$ cat src/rtl/bre_pkg.sv
package bre_pkg;

  typedef enum logic [1:0] {
    K_MEM_RD = 2'd0,
    K_MEM_WR = 2'd1,
    K_IO_RD  = 2'd2,
    K_IO_WR  = 2'd3
  } xact_kind_e;

  typedef enum logic [1:0] {
    ST_IDLE   = 2'd0,
    ST_ARB    = 2'd1,
    ST_BEAT_A = 2'd2,
    ST_BEAT_B = 2'd3
  } seq_state_e;

  localparam logic [2:0] MT_UC = 3'd0;
  localparam logic [2:0] MT_WC = 3'd1;
  localparam logic [2:0] MT_WT = 3'd4;
  localparam logic [2:0] MT_WP = 3'd5;
  localparam logic [2:0] MT_WB = 3'd6;

  localparam logic [1:0] LEN_PARTIAL = 2'd0;
  localparam logic [1:0] LEN_LINE    = 2'd3;

  localparam int REQ_W = 5;

  function automatic logic mt_legal(input logic [2:0] mt);
    return (mt == MT_UC) || (mt == MT_WC) || (mt == MT_WT) ||
           (mt == MT_WP) || (mt == MT_WB);
  endfunction

  function automatic logic kind_is_io(input logic [1:0] k);
    return k[1];
  endfunction

endpackage

$ cat src/rtl/bre_capture.sv
module bre_capture #(
  parameter int PA_W = 36,
  parameter int BE_W = 8
) (
  input  logic            clk,
  input  logic            rst,
  input  logic            load,
  input  logic [PA_W-1:0] in_addr,
  input  logic [1:0]      in_kind,
  input  logic [2:0]      in_mtype,
  input  logic [1:0]      in_size,
  input  logic [BE_W-1:0] in_be,
  output logic [PA_W-1:0] cap_addr,
  output logic [1:0]      cap_kind,
  output logic [2:0]      cap_mtype,
  output logic [1:0]      cap_size,
  output logic [BE_W-1:0] cap_be
);

  always_ff @(posedge clk) begin
    if (rst) begin
      cap_addr  <= '0;
      cap_kind  <= '0;
      cap_mtype <= '0;
      cap_size  <= '0;
      cap_be    <= '0;
    end else if (load) begin
      cap_addr  <= in_addr;
      cap_kind  <= in_kind;
      cap_mtype <= in_mtype;
      cap_size  <= in_size;
      cap_be    <= in_be;
    end
  end

endmodule

$ cat src/rtl/bre_ctrl.sv
module bre_ctrl
  import bre_pkg::*;
(
  input  logic clk,
  input  logic rst,
  input  logic req_valid,
  input  logic bus_gnt,
  output logic req_ready,
  output logic accept,
  output logic bus_req,
  output logic load_a,
  output logic load_b,
  output logic strobe_a,
  output logic beat_b
);

  seq_state_e state_q, state_d;

  always_comb begin
    state_d = state_q;
    unique case (state_q)
      ST_IDLE:   if (req_valid) state_d = ST_ARB;
      ST_ARB:    if (bus_gnt)   state_d = ST_BEAT_A;
      ST_BEAT_A:                state_d = ST_BEAT_B;
      ST_BEAT_B:                state_d = ST_IDLE;
      default:                  state_d = ST_IDLE;
    endcase
  end

  always_ff @(posedge clk) begin
    if (rst) state_q <= ST_IDLE;
    else     state_q <= state_d;
  end

  assign req_ready = (state_q == ST_IDLE);
  assign accept    = req_ready && req_valid;
  assign bus_req   = (state_q == ST_ARB);
  assign load_a    = bus_req && bus_gnt;
  assign load_b    = (state_q == ST_BEAT_A);
  assign strobe_a  = (state_q == ST_BEAT_A);
  assign beat_b    = (state_q == ST_BEAT_B);

endmodule

$ cat src/rtl/bre_pack.sv
module bre_pack
  import bre_pkg::*;
#(
  parameter int PA_W       = 36,
  parameter int ALIGN_BITS = 3,
  parameter int PORT_W     = 16,
  parameter int BE_W       = 8,
  localparam int PIN_AW    = PA_W - ALIGN_BITS
) (
  input  logic [PA_W-1:0]   cap_addr,
  input  logic [1:0]        cap_kind,
  input  logic [2:0]        cap_mtype,
  input  logic [1:0]        cap_size,
  input  logic [BE_W-1:0]   cap_be,
  output logic [PIN_AW-1:0] a_addr,
  output logic [REQ_W-1:0]  a_req,
  output logic [PIN_AW-1:0] b_addr,
  output logic [REQ_W-1:0]  b_req
);

  localparam int PORT_FIELD_W = PORT_W - ALIGN_BITS;
  localparam logic [BE_W-1:0] BE_ALL = '1;

  logic              is_io;
  logic [PIN_AW-1:0] mem_field;
  logic [PIN_AW-1:0] port_field;
  logic [2:0]        attr;
  logic [1:0]        len;
  logic [BE_W-1:0]   mask;
  logic              unused_low;

  assign is_io      = kind_is_io(cap_kind);
  assign mem_field  = cap_addr[PA_W-1:ALIGN_BITS];
  assign unused_low = ^cap_addr[ALIGN_BITS-1:0];

  generate
    if (PORT_FIELD_W > 0) begin : g_port
      assign port_field = {{(PIN_AW-PORT_FIELD_W){1'b0}},
                           cap_addr[PORT_W-1:ALIGN_BITS]};
    end else begin : g_noport
      assign port_field = '0;
    end
  endgenerate

  always_comb begin
    if (is_io || !mt_legal(cap_mtype)) attr = MT_UC;
    else                               attr = cap_mtype;

    if (is_io) begin
      len  = LEN_PARTIAL;
      mask = cap_be;
    end else if (attr == MT_WB) begin
      len  = LEN_LINE;
      mask = BE_ALL;
    end else begin
      len  = cap_size;
      mask = (cap_size == LEN_PARTIAL) ? cap_be : BE_ALL;
    end
  end

  assign a_addr = is_io ? port_field : mem_field;
  assign a_req  = {{(REQ_W-2){1'b0}}, cap_kind};
  assign b_addr = {{(PIN_AW-BE_W){1'b0}}, mask};
  assign b_req  = {len, attr};

endmodule

$ cat src/rtl/bus_req_encoder.sv
module bus_req_encoder
  import bre_pkg::*;
#(
  parameter int PA_W       = 36,
  parameter int ALIGN_BITS = 3,
  parameter int PORT_W     = 16,
  parameter int BE_W       = 8,
  localparam int PIN_AW    = PA_W - ALIGN_BITS
) (
  input  logic              clk,
  input  logic              rst,
  input  logic              req_valid,
  output logic              req_ready,
  input  logic [PA_W-1:0]   req_addr,
  input  logic [1:0]        req_kind,
  input  logic [2:0]        req_mtype,
  input  logic [1:0]        req_size,
  input  logic [BE_W-1:0]   req_be,
  input  logic              bus_gnt,
  output logic              bus_req,
  output logic              strobe_a,
  output logic              beat_b,
  output logic [PIN_AW-1:0] pin_addr,
  output logic [REQ_W-1:0]  pin_req
);

  logic              accept, load_a, load_b;
  logic [PA_W-1:0]   cap_addr;
  logic [1:0]        cap_kind;
  logic [2:0]        cap_mtype;
  logic [1:0]        cap_size;
  logic [BE_W-1:0]   cap_be;
  logic [PIN_AW-1:0] a_addr, b_addr;
  logic [REQ_W-1:0]  a_req, b_req;

  bre_ctrl u_ctrl (
    .clk       (clk),
    .rst       (rst),
    .req_valid (req_valid),
    .bus_gnt   (bus_gnt),
    .req_ready (req_ready),
    .accept    (accept),
    .bus_req   (bus_req),
    .load_a    (load_a),
    .load_b    (load_b),
    .strobe_a  (strobe_a),
    .beat_b    (beat_b)
  );

  bre_capture #(.PA_W(PA_W), .BE_W(BE_W)) u_capture (
    .clk       (clk),
    .rst       (rst),
    .load      (accept),
    .in_addr   (req_addr),
    .in_kind   (req_kind),
    .in_mtype  (req_mtype),
    .in_size   (req_size),
    .in_be     (req_be),
    .cap_addr  (cap_addr),
    .cap_kind  (cap_kind),
    .cap_mtype (cap_mtype),
    .cap_size  (cap_size),
    .cap_be    (cap_be)
  );

  bre_pack #(
    .PA_W(PA_W), .ALIGN_BITS(ALIGN_BITS), .PORT_W(PORT_W), .BE_W(BE_W)
  ) u_pack (
    .cap_addr  (cap_addr),
    .cap_kind  (cap_kind),
    .cap_mtype (cap_mtype),
    .cap_size  (cap_size),
    .cap_be    (cap_be),
    .a_addr    (a_addr),
    .a_req     (a_req),
    .b_addr    (b_addr),
    .b_req     (b_req)
  );

  always_ff @(posedge clk) begin
    if (rst) begin
      pin_addr <= '0;
      pin_req  <= '0;
    end else if (load_a) begin
      pin_addr <= a_addr;
      pin_req  <= a_req;
    end else if (load_b) begin
      pin_addr <= b_addr;
      pin_req  <= b_req;
    end else begin
      pin_addr <= '0;
      pin_req  <= '0;
    end
  end

endmodule

$ cat config.mk
export PLATFORM = sky130hd
export DESIGN_NAME = bus_req_encoder
export DESIGN_NICKNAME = d
export VERILOG_FILES = /design/src/rtl/bre_pkg.sv /design/src/rtl/bre_capture.sv /design/src/rtl/bre_ctrl.sv /design/src/rtl/bre_pack.sv /design/src/rtl/bus_req_encoder.sv
export SDC_FILE = /design/constraint.sdc
export NUM_CORES = 1
export LEC_CHECK = 0
export BUFFER_PORTS_ARGS = -buffer_cell sky130_fd_sc_hd__buf_2
export CAP_MARGIN = 30
export CORE_MARGIN = 2
export CORE_UTILIZATION = 53
export CTS_CLUSTER_DIAMETER = 60
export DETAILED_ROUTE_END_ITERATION = 12
export PLACE_DENSITY = 0.92
export SETUP_SLACK_MARGIN = 0.3
export SYNTH_ARGS = -nofsm -noshare
export SYNTH_HDL_FRONTEND = slang
export SYNTH_SLANG_ARGS = --single-unit
$ cat constraint.sdc
create_clock -name clk -period 3.85 [get_ports clk]
set_clock_uncertainty 0.05 [all_clocks]
set_input_delay 0.1925 -clock clk [delete_from_list [all_inputs] [get_ports clk]]
set_output_delay 0.1925 -clock clk [all_outputs]
set_load 0.03 [all_outputs]
* Yosys cells after proc, flatten, opt, wreduce, memory -nomap -nowiden
Index checks and enable logic that the tools add are counted.
Storage, ports and cells: register bits 91, output and inout bits 42
Operators by class: eq/ne operators 10, bitwise logic cells 1, reduce and logical (&&, ||, !) cells 14, mux-type cells 13
Operators by type and width (count):
- $mux W33 | 2
- $mux W8 | 4
- $eq A3 B3 Y1 const B | 4
- $mux W2 | 5
- $pmux W2 S4 | 1
- $logic_or A1 B1 Y1 | 5
- $eq A2 B2 Y1 const B | 2
- $logic_not A2 Y1 | 2
- $ne A2 B2 Y1 const B | 2
- $reduce_or A4 Y1 | 1
- $eq A3 B1 Y1 const B | 1
- $logic_not A3 Y1 | 1
- $mux W3 | 1
- $reduce_or A3 Y1 | 1
- $eq A2 B1 Y1 const B | 1
- $logic_and A1 B1 Y1 | 2
- $reduce_and A2 Y1 | 1
- $logic_not A1 Y1 | 1
- $not A1 Y1 | 1

* Longest topological paths before layout
Gate-level depths: netlist of the first run.
depth after elaboration 13, depth in mapped cells 7, mapped depth without buffers 5

* By module
A second synthesis of the first run with hierarchy kept.
Unflattened totals: cell total of the unflattened synthesis 438, area, all modules 4125.2 um^2
Modules (own cells, without submodules):
- bre_capture | sequential area each 1021.0 um^2, cells an instance 165, area each 1833.0 um^2, instances 1
- bus_req_encoder | sequential area each 760.7 um^2, cells an instance 168, area each 1487.7 um^2, instances 1
- bre_pack | sequential area each 0.0 um^2, cells an instance 85, area each 625.6 um^2, instances 1
- bre_ctrl | sequential area each 40.0 um^2, cells an instance 20, area each 178.9 um^2, instances 1

* Worst setup path after synthesis of the first run
No wires, ideal clock.
path kind register -> register, start reg u_ctrl.state_q[1], end reg pin_req[0], slack 2.290 ns, required time 3.683 ns, stages on the path, launching flop included 6, arrival time 1.392 ns, period minus slack after synthesis 1.560 ns, cells stage by stage dfxtp_1 -> inv_1 -> ha_1 -> nand2_1 -> and3_1 -> a32o_1
On the way: word-level cells in the longest chain between the ends 3
Ends and longest elaborated chain:
- start: declaration | line bre_ctrl.sv:17 | seq_state_e state_q, state_d;
- start signal: assignment | line bre_ctrl.sv:32 | else state_q <= state_d;
- $eq A2 B1 Y1 | line bre_ctrl.sv:37 | assign bus_req = (state_q == ST_ARB);
- net bus_req | line bus_req_encoder.sv:20 | output logic bus_req,
- $logic_and A1 B1 Y1 | line bre_ctrl.sv:38 | assign load_a = bus_req && bus_gnt;
- $mux W2 | line bus_req_encoder.sv:84 | end else if (load_a) begin
- end signal: assignment | line bus_req_encoder.sv:86 | pin_req <= a_req;
- end signal: assignment | line bus_req_encoder.sv:89 | pin_req <= b_req;
- end: declaration | line bus_req_encoder.sv:24 | output logic [REQ_W-1:0] pin_req
The timed path passes the listed nets, and every way through them passes these cells. A chain may end at the register's enable or synchronous reset.

* Worst setup path after layout of the first run
start reg u_ctrl.state_q[1], end reg pin_addr[30]
On the way: word-level cells in the longest chain between the ends 3
Ends and longest elaborated chain:
- $eq A2 B1 Y1 | line bre_ctrl.sv:37
- $logic_and A1 B1 Y1 | line bre_ctrl.sv:38
- $mux W33 | line bus_req_encoder.sv:84
- end signal: assignment | line bus_req_encoder.sv:85 | pin_addr <= a_addr;
- end signal: assignment | line bus_req_encoder.sv:88 | pin_addr <= b_addr;
- end: declaration | line bus_req_encoder.sv:23 | output logic [PIN_AW-1:0] pin_addr,
Every way passes these cells.

==> flow_summary.yaml, run 1 <==
final_layout:
  syn2layout_area_growth_pct: 22.1
  fin_area_sq_mm: 0.00368
  n_antenna_cell: 0
  seq_area_sq_mm: 0.00176
  multi_input_area_sq_mm: 0.00111
  drive_above_1_share_pct: 26.3
  fin_nets: 483
  fillCellCount: 444
  fin_cells: 501
floorplan:
  rows: 27
  ios: 97
  start_util_pct: 54.7
  fp.dieW_microns: 79.4
  die-area_sq_mm: 0.00630
  core_sq_mm: 0.00551
  die_y_microns: 79.4
setup_path:
  worst-setup-path-type: "reg -> reg"
  max_stage_delay_ps: 800
  reg2reg_to: "pin_addr[30]"
  crit_arrival_ps: 2210
  cp_slowest_cell: "nor3_2"
  start_kind: "flip-flop"
  end_kind: "flip-flop"
  crit_path_start: "u_ctrl.state_q[1]"
  worstPathMaxFanout: 20
  worst_ep_required_time_ps: 4080
  reg2reg_from: "u_ctrl.state_q[1]"
  reg2reg_slack_ps: 1860
  cp_cell_sequence: "inv_1 -> ha_1 -> nand2_1 -> nor3_2 -> and2_1"
  ff2ff_path_depth: 5
global_route:
  overflow: 0
  first_global_vias: 2309
  gr-usage-all-layers_pct: 20.6
  grt_pass1_wl_mm: 10.0
  grt_max_degree: 55
  antenna_found_initial: 0
clock_tree:
  cts.htree.levels: 3
  clock_path_buffers: 2
  cts_sinks: 88
  clk_latency_ps: 340
  cts_root_buf: "clkbuf_8"
  cts_resized: 0
  clkTransAtPathRegs_ps: 80
  cts_made_buffers: 9
  post_cts_buffers: 0
  tritoncts: "built"
  cts_hold_buf: 0
yosys:
  synthFlopType: "dfxtp_1"
  synth_top_cell_by_area: "dfxtp_1"
  synth.area.top_cells: "dfxtp_1, nand2_1, a21oi_1, and2_1, buf_6"
  synth_area_sq_mm: 0.00301
  yosysUniqueCellTypes: 26
  yosysSeqAreaShare_pct: 58.5
  synthCells: 339
  synth_warnings: 0
  synth_edf_count: 0
  syn_nets: 398
  synth_top_cell_area_share_pct: 58.5
  synth_area_per_cell_sq_um: 8.88
  async_flop_share_pct: 0
  yosys_register_bits: 88
hold_path:
  min_from: "req_size[1]"
  min_to: "u_capture.cap_size[1]"
  hold_depth: 3
  hold_path.class: "in -> reg"
flow_run:
  drv_cap: 0
timing:
  period_share_pct: 51.6
  fin_crit_ps: 1990
  setup_ws_ps: 1860
  finalHoldViolations: 0
  rsz0062_at_grt: "no"
  slew_violations: 0
  fmax_mhz: 503
  slew_headroom_pct: 32.3
  fin_tns_setup_ps: 0
  setup_viol: 0
  worst_pin_slew_ps: 1010
detailed_routing:
  route.detailed.drc: 0
  wl_per_cell_microns: 12.5
  drtPass1Iterations: 4
  ant_nets: 0
  drt_iter0_markers: 102
  vias: 2449
  finalWirelength_mm: 6.24
  routed_via_density: 4.89
run_status:
  outcome: "complete, no violations"
power:
  p_leak_nw: 1.67
  clock_power_share_pct: 27.3
  switching_share_pct: 32.5
  switching_power_w: 0.000753
  combPwrFrac_pct: 25.5
  irDropWorstVdd_uv: 641
  powerDensity_mw_per_mm2: 631
  p_int_w: 0.00157
  seqPwrFrac_pct: 47.2
placement:
  pre_cts_ws_ps: 1860
  io_buffers: 93
  dp_hpwl_mm: 4.20
  dpl-instance-area_sq_mm: 0.00348
  dp_cells: 485
  gp_congestion: 0.757
## through the flow
stage / power (W) / hold WS, ps / util [%]
finish: 0.00232 / 27.4 / 66.8
global route: 0.00246 / 23.8 / 66.8
CTS: 0.00233 / 20.2 / 66.8
detailed placement: 0.00171 / 385 / 63.2
global placement: 0.00165 / 384 / 62.7
floorplan: 0.00157 / 278 / -
## logic make-up (layout without fill, tap and decap cells)
| logic type | Yosys count | count (layout) | synth area share (%) |
|---|---|---|---|
| AND/OR/NAND/NOR | 160 | 160 | 24.1 |
| buffers and inverters | 24 | 114 | 4.69 |
| adder cells (fa/ha/maj) | 4 | 4 | 1.66 |
| AO/OA/AOI/OAI | 63 | 63 | 11.1 |
| flip-flops | 88 | 88 | 58.5 |
## synthesized netlist by cell type, types with 3 or more instances
library cell,instances
buf_6,5
and2_1,26
clkbuf_1,7
nor3_1,9
inv_1,3
o21ai_0,3
ha_1,4
nor2_1,6
clkbuf_2,3
dfxtp_1,88
buf_2,5
nand2_1,109
o21ai_1,5
a21oi_1,50
## state kept, by name, indices dropped and copies added (netlist names)
name / cells
u_capture.cap_addr: 33
u_capture.cap_kind: 2
u_capture.cap_size: 2
u_capture.cap_mtype: 3
pin_addr: 33
u_capture.cap_be: 8
u_ctrl.state_q: 2
pin_req: 5
## power groups by stage
stage / clock (W) / sequential [W] / combinational, W
after floorplan: 0 / 0.00113 / 0.000436
after global placement: 0 / 0.00111 / 0.000546
after detailed placement: 0 / 0.00111 / 0.000596
after CTS: 0.000643 / 0.00109 / 0.000596
after global routing: 0.000678 / 0.00111 / 0.000668
final: 0.000632 / 0.00109 / 0.000592
## critical path: cells and delay by family (launching register included)
kind | cells | cell delay, ps
and+or+nand+nor | 3 | 1210
DFF | 1 | 340
buffers and inverters | 1 | 100
adders and majority gates | 1 | 240
## placed cells by master, fill, tap and decap left out, drive strengths merged, types with 2 or more instances in the layout
master,count
and2,26
and3,2
dfxtp,88
a21oi,50
buf,95
clkinv,2
nand2,109
and3b,2
inv,3
nor3,9
ha,4
o21ai,8
nand3,2
nand2b,2
clkbuf,13
nor2,6
## how the worst max path moves through the flow
stage	endpoint	slack [ps]	depth (start not counted)
floorplan	pin_req[0]	2290	5
global placement	u_capture.cap_addr[12]	1700	6
detailed placement	pin_addr[32]	1860	5
CTS	pin_addr[32]	1840	5
global route	pin_addr[32]	1660	5
finish	pin_addr[30]	1860	5
## layer usage
layer	part of all wire, %	wire [microns]	global-route usage [%]	vias to the layer above
met5	0	0	0	-
met4	1.9	118	10.2	0
met3	4.9	303	4.30	11
met2	51	3170	36.9	67
met1	43	2660	23.2	1112
li1	-	-	-	1259
## layout make-up
cell class                      count  share of cell area [%]
Inverter                            3                   0.306
Tap cell                           72                    2.45
Clock buffer                       13                    4.32
Multi-Input combinational cell    227                    30.3
Clock inverter                      3                    1.09
Timing Repair Buffer               95                    13.6
Sequential cell                    88                    47.9
Note: power is estimated with default switching activity, not from simulation.
==> inputs of run 2 (changes only) <==
--- a/config.mk
+++ b/config.mk
@@ -8,10 +8,10 @@
 export BUFFER_PORTS_ARGS = -buffer_cell sky130_fd_sc_hd__buf_2
 export CAP_MARGIN = 30
 export CORE_MARGIN = 2
-export CORE_UTILIZATION = 53
+export CORE_UTILIZATION = 50
 export CTS_CLUSTER_DIAMETER = 60
 export DETAILED_ROUTE_END_ITERATION = 12
-export PLACE_DENSITY = 0.92
+export PLACE_DENSITY = 0.88
 export SETUP_SLACK_MARGIN = 0.3
 export SYNTH_ARGS = -nofsm -noshare
 export SYNTH_HDL_FRONTEND = slang
==> constraint.sdc (replaced) <==
create_clock -name clk -period 2.01 [get_ports clk]
set_clock_uncertainty 0.05 [all_clocks]
set_input_delay 0.1005 -clock clk [delete_from_list [all_inputs] [get_ports clk]]
set_output_delay 0.1005 -clock clk [all_outputs]
set_load 0.03 [all_outputs]
==> flow_summary.yaml, run 2 (same netlist as run 1, synthesis figures left out) <==
timing:
  fmax_mhz: 630
  fin_tns_setup_ps: 0
  fin_crit_ps: 1590
  finalHoldViolations: 0
  slew_headroom_pct: 74.8
  worst_pin_slew_ps: 378
  hold_slack_ps: 105
  period_share_pct: 79.0
  rsz0062_at_grt: "no"
  slew_violations: 0
  setup_viol: 0
  setup_ws_ps: 423
hold_path:
  min_to: "u_ctrl.state_q[0]"
  hold_depth: 3
  hold_path.class: "in -> reg"
  min_from: "bus_gnt"
detailed_routing:
  routed_via_density: 4.91
  drtPass1Iterations: 4
  finalWirelength_mm: 7.34
  vias: 2729
  drt_iter0_markers: 119
  ant_nets: 0
  wl_per_cell_microns: 13.2
  route.detailed.drc: 0
final_layout:
  n_antenna_cell: 0
  drive_above_1_share_pct: 24.5
  final_common_cell: "nand2_1"
  reg.largest.list: "pin_addr x33, u_capture.cap_addr x33, u_capture.cap_be x8"
  layout_common_cells: "nand2_1, buf_2, dfxtp_1"
  fin_nets: 536
  fin_cells: 556
  syn2layout_area_growth_pct: 40.1
setup_path:
  worst-setup-path-type: "reg -> reg"
  reg2reg_to: "u_capture.cap_be[5]"
  worst_ep_required_time_ps: 2220
  max_stage_delay_ps: 400
  end_kind: "flip-flop"
  reg2reg_from: "u_ctrl.state_q[0]"
  worstPathMaxFanout: 31
  crit_arrival_ps: 1800
  reg2reg_slack_ps: 420
  start_kind: "flip-flop"
  ff2ff_path_depth: 6
  cp_cell_sequence: "inv_1 -> ha_1 -> nand2_1 -> buf_4 -> nand2_1 -> a21oi_1"
  cpMostUsedCell: "nand2_1"
  cp_slowest_cell: "dfxtp_1"
global_route:
  overflow: 0
  gr-usage-all-layers_pct: 23.5
  grt_max_degree: 32
  first_global_vias: 2749
  grt_pass1_wl_mm: 11.8
  antenna_found_initial: 0
clock_tree:
  tritoncts: "built"
  cts_root_buf: "clkbuf_8"
  clkTransAtPathRegs_ps: 80
  cts_sinks: 88
  cts.htree.levels: 3
  clock_path_buffers: 2
  clk_latency_ps: 340
  post_cts_buffers: 0
  cts_made_buffers: 9
power:
  p_leak_nw: 1.90
  irDropWorstVdd_uv: 1050
  powerDensity_mw_per_mm2: 1130
  fin_total_pwr_w: 0.00475
placement:
  dp_hpwl_mm: 4.45
  io_buffers: 93
  pre_cts_ws_ps: 453
  dp_cells: 493
  gp_congestion: 0.756
floorplan:
  fp.dieW_microns: 81.6
  die-area_sq_mm: 0.00666
  start_util_pct: 51.2
  rows: 28
  core_sq_mm: 0.00589
  die_y_microns: 81.6
  ios: 97
run_status:
  outcome: "complete, no violations"
flow_run:
  drv_cap: 0
==> run 2: cell count changes in the layout (fill, tap and decap cells not counted), sizes merged <==
cell and change:
dlygate4sd3 +48, buf +5, bufinv +2, clkinv -2, clkbuf -1
==> run 2: layout make-up <==
| type | count | area (sq um) |
|---|---|---|
| repair buffers | 148 | 1000 |
| clock inverters | 3 | 90.1 |
| well taps | 75 | 93.8 |
| multi-input cells | 227 | 1120 |
| inverters | 3 | 11.3 |
| clock buffers | 12 | 145 |
| fillers | 430 | 1670 |
| flip-flops and latches | 88 | 1760 |
==> run 2: through the flow <==
step | utilization (%) | area, sq um
2_1_floorplan | - | 3010
3_3_place_gp | 59.5 | 3500
3_5_place_dp | 59.5 | 3500
4_1_cts | 71.6 | 4220
5_1_grt | 71.7 | 4220
6_report | 71.7 | 4220
==> run 2: critical path, delay by kind of cell (launching register included) <==
kind            cells  cell delay [ps]
flops               1              400
fa+ha+maj           1              260
simple gates        2              210
compound gates      1              180
buf+inv             2              400
==> run 2: report_power, final <==
group	leakage [nW]	internal, W	switching, W
logic	1.07	0.000445	0.000778
clock network	0.117	0.000855	0.000571
registers	0.717	0.00197	0.000125
==> run 2: what timing repair did <==
action / 4_1_cts / 5_1_grt
resized for setup: 0 / 2
setup endpoints to repair: 0 / 2
hold buffers: 48 / 0
hold endpoints to repair: 48 / 0
==> run 2: how the worst max path moves through the flow <==
stage | startpoint | cells after the start | end | slack (ps)
global placement | u_ctrl.state_q[1] | 5 | pin_addr[0] | 530
detailed placement | u_ctrl.state_q[1] | 5 | pin_addr[6] | 450
finish | u_ctrl.state_q[0] | 6 | u_capture.cap_be[5] | 420
CTS | u_ctrl.state_q[1] | 5 | pin_addr[6] | 430
floorplan | u_ctrl.state_q[1] | 5 | pin_req[0] | 450
global route | u_ctrl.state_q[0] | 6 | u_capture.cap_be[5] | 320
==> run 2: metal layers <==
layer | share of wire (%) | wire [microns] | vias up | GRT usage (%)
li1 | - | - | 1363 | -
met1 | 41 | 2980 | 1259 | 26.0
met2 | 52 | 3840 | 88 | 41.6
met3 | 4.1 | 301 | 19 | 4.62
met4 | 3.1 | 224 | 0 | 14.2
met5 | 0 | 0 | - | 0
==> inputs of run 3 (changes only) <==
--- a/config.mk
+++ b/config.mk
@@ -5,13 +5,14 @@
 export SDC_FILE = /design/constraint.sdc
 export NUM_CORES = 1
 export LEC_CHECK = 0
+export ABC_AREA = 1
 export BUFFER_PORTS_ARGS = -buffer_cell sky130_fd_sc_hd__buf_2
 export CAP_MARGIN = 30
 export CORE_MARGIN = 2
-export CORE_UTILIZATION = 50
+export CORE_UTILIZATION = 45
 export CTS_CLUSTER_DIAMETER = 60
 export DETAILED_ROUTE_END_ITERATION = 12
-export PLACE_DENSITY = 0.88
+export PLACE_DENSITY = 0.84
 export SETUP_SLACK_MARGIN = 0.3
 export SYNTH_ARGS = -nofsm -noshare
 export SYNTH_HDL_FRONTEND = slang
==> constraint.sdc (replaced) <==
create_clock -name clk -period 1.4 [get_ports clk]
set_clock_uncertainty 0.05 [all_clocks]
set_input_delay 0.07 -clock clk [delete_from_list [all_inputs] [get_ports clk]]
set_output_delay 0.07 -clock clk [all_outputs]
set_load 0.03 [all_outputs]
==> flow_summary.yaml, run 3 <==
run_status:
  outcome: "complete, no violations"
timing:
  slew_headroom_pct: 80.6
  fin_crit_ps: 1320
  slew_violations: 0
  fmax_mhz: 755
  rsz0062_at_grt: "yes"
  fin_tns_setup_ps: 0
  worst_pin_slew_ps: 290
  setup_viol: 0
  period_share_pct: 94.6
  finalHoldViolations: 0
  setup_ws_ps: 75.6
flow_run:
  drv_cap: 0
yosys:
  synth_top_cell_area_share_pct: 57.6
  synth.area.top_cells: "dfxtp_1, a21oi_1, o21ai_0, inv_1, nand2_1"
  synthCells: 347
  synth_area_per_cell_sq_um: 8.82
  synth_most_common_cell: "dfxtp_1"
  synth_common_cells: "dfxtp_1, a21oi_1, inv_1"
  yosys_register_bits: 88
  yosysSeqAreaShare_pct: 57.6
  synth_area_sq_mm: 0.00306
  synth_edf_count: 0
  synth_warnings: 0
  synthFlopType: "dfxtp_1"
  yosysUniqueCellTypes: 24
  async_flop_share_pct: 0
  syn_nets: 406
  synth_top_cell_by_area: "dfxtp_1"
clock_tree:
  clock_path_buffers: 2
  cts_root_buf: "clkbuf_8"
  cts_sinks: 88
  cts.htree.levels: 3
  tritoncts: "built"
  clkTransAtPathRegs_ps: 80
  cts_made_buffers: 9
  clk_latency_ps: 350
floorplan:
  ios: 97
  fp.dieW_microns: 86.5
  core_sq_mm: 0.00668
  die_y_microns: 86.5
  rows: 30
  die-area_sq_mm: 0.00748
  start_util_pct: 45.8
setup_path:
  crit_arrival_ps: 1520
  cp_slowest_cell: "dfxtp_4"
  ff2ff_path_depth: 6
  worst-setup-path-type: "reg -> reg"
  worstPathMaxFanout: 17
  end_kind: "flip-flop"
  start_kind: "flip-flop"
  crit_path_start: "u_ctrl.state_q[0]"
  max_stage_delay_ps: 370
  reg2reg_from: "u_ctrl.state_q[0]"
  worst_ep_required_time_ps: 1590
  cp_cell_sequence: "inv_4 -> ha_4 -> nand2_8 -> buf_12 -> o21ai_0 -> a21oi_1"
placement:
  dpl-instance-area_sq_mm: 0.00370
  dp_cells: 511
  dp_hpwl_mm: 4.60
  pre_cts_ws_ps: 50.3
  gp_congestion: 0.772
  io_buffers: 93
detailed_routing:
  wl_per_cell_microns: 14.2
  vias: 2840
  ant_nets: 0
  route.detailed.drc: 0
  routed_via_density: 4.82
  drtPass1Iterations: 4
  drt_iter0_markers: 109
  finalWirelength_mm: 8.34
power:
  p_leak_nw: 2.13
  powerDensity_mw_per_mm2: 1690
  irDropWorstVdd_uv: 914
  fin_total_pwr_w: 0.00813
final_layout:
  syn2layout_area_growth_pct: 57.4
  final_common_cell: "buf_2"
  fin_nets: 563
  fin_cells: 589
  fillCellCount: 474
  reg.largest.list: "pin_addr x33, u_capture.cap_addr x33, u_capture.cap_be x8"
  fin_area_sq_mm: 0.00482
  layout_common_cells: "buf_2, dfxtp_1, dlygate4sd3_1"
  drive_above_1_share_pct: 43.0
  n_antenna_cell: 0
global_route:
  grt_max_degree: 35
  gr-usage-all-layers_pct: 20.9
  grt_pass1_wl_mm: 12.1
  overflow: 0
  antenna_found_initial: 0
  first_global_vias: 2721
hold_path:
  hold_path.class: "in -> reg"
  min_from: "rst"
  hold_depth: 3
## run 3: changes by cell type after synthesis, moves of 5 or more
cell,delta
o21ai_1,-5
a21oi_1,-7
nor2_2,+12
inv_1,+39
o21ai_2,+10
nor2_1,+30
and2_1,-26
nor3_1,-8
nand2_1,-72
o21ai_0,+37
## run 3: power by group
part           switching (W)  total (W)  internal [W]
Clock               0.000874    0.00191       0.00104
Sequential          0.000267    0.00329       0.00303
Combinational        0.00176    0.00293       0.00117
## run 3: stage by stage
| step | hold WS [ps] | util, % |
|---|---|---|
| 5_1_grt | 99.2 | 72.1 |
| 6_report | 69.8 | 72.1 |
| 2_1_floorplan | 89.1 | - |
| 3_5_place_dp | 260 | 55.4 |
| 3_3_place_gp | 254 | 55.4 |
| 4_1_cts | 61.6 | 68.4 |
## run 3: critical path, delay by kind of cell (launching register included)
kind / cells / cell delay, ps
buf+inv: 2 / 240
flops: 1 / 370
fa+ha+maj: 1 / 200
simple gates: 1 / 100
compound gates: 2 / 250
## run 3: cell type report
cell class / count / area (sq um) / share of cell area, %
multi-input cells: 200 / 1340 / 27.7
repair buffers: 159 / 1200 / 24.8
well taps: 80 / 100 / 2.08
clock inverters: 3 / 46.3 / 0.961
inverters: 46 / 188 / 3.90
flip-flops and latches: 88 / 1770 / 36.8
clock buffers: 13 / 180 / 3.74
## run 3: metal layers
layer | wire, microns | global-route usage (%) | vias up
met3 | 414 | 3.62 | 20
met5 | 0 | 0 | -
li1 | - | - | 1418
met2 | 4490 | 39.0 | 114
met1 | 3240 | 23.0 | 1288
met4 | 195 | 9.23 | 0
## run 3: cells by family (layout without fill, tap and decap cells)
family | count (synthesis) | after routing | share of synthesized area, %
AO/OA/AOI/OAI | 96 | 96 | 17.1
AND/OR/NAND/NOR | 96 | 100 | 14.0
flip-flops | 88 | 88 | 57.6
buffers and inverters | 63 | 221 | 9.65
adder cells (fa/ha/maj) | 4 | 4 | 1.64
## run 3: what timing repair did
item                                   4_1_cts  5_1_grt
pin swaps                                   11        7
gates cloned                                 1        4
endpoints found under the hold margin       49        0
buffers inserted                             3        4
setup endpoints to repair                   89       92
gates resized for setup                     54       49
hold buffers                                50        0
## run 3: final timing paths
| path | endpoint | slack, ps |
|---|---|---|
| min reg2reg | pin_addr[14] | 390 |
| max | u_capture.cap_addr[17] | 80 |
| min | u_ctrl.state_q[0] | 70 |
| max reg2reg | u_capture.cap_addr[17] | 80 |
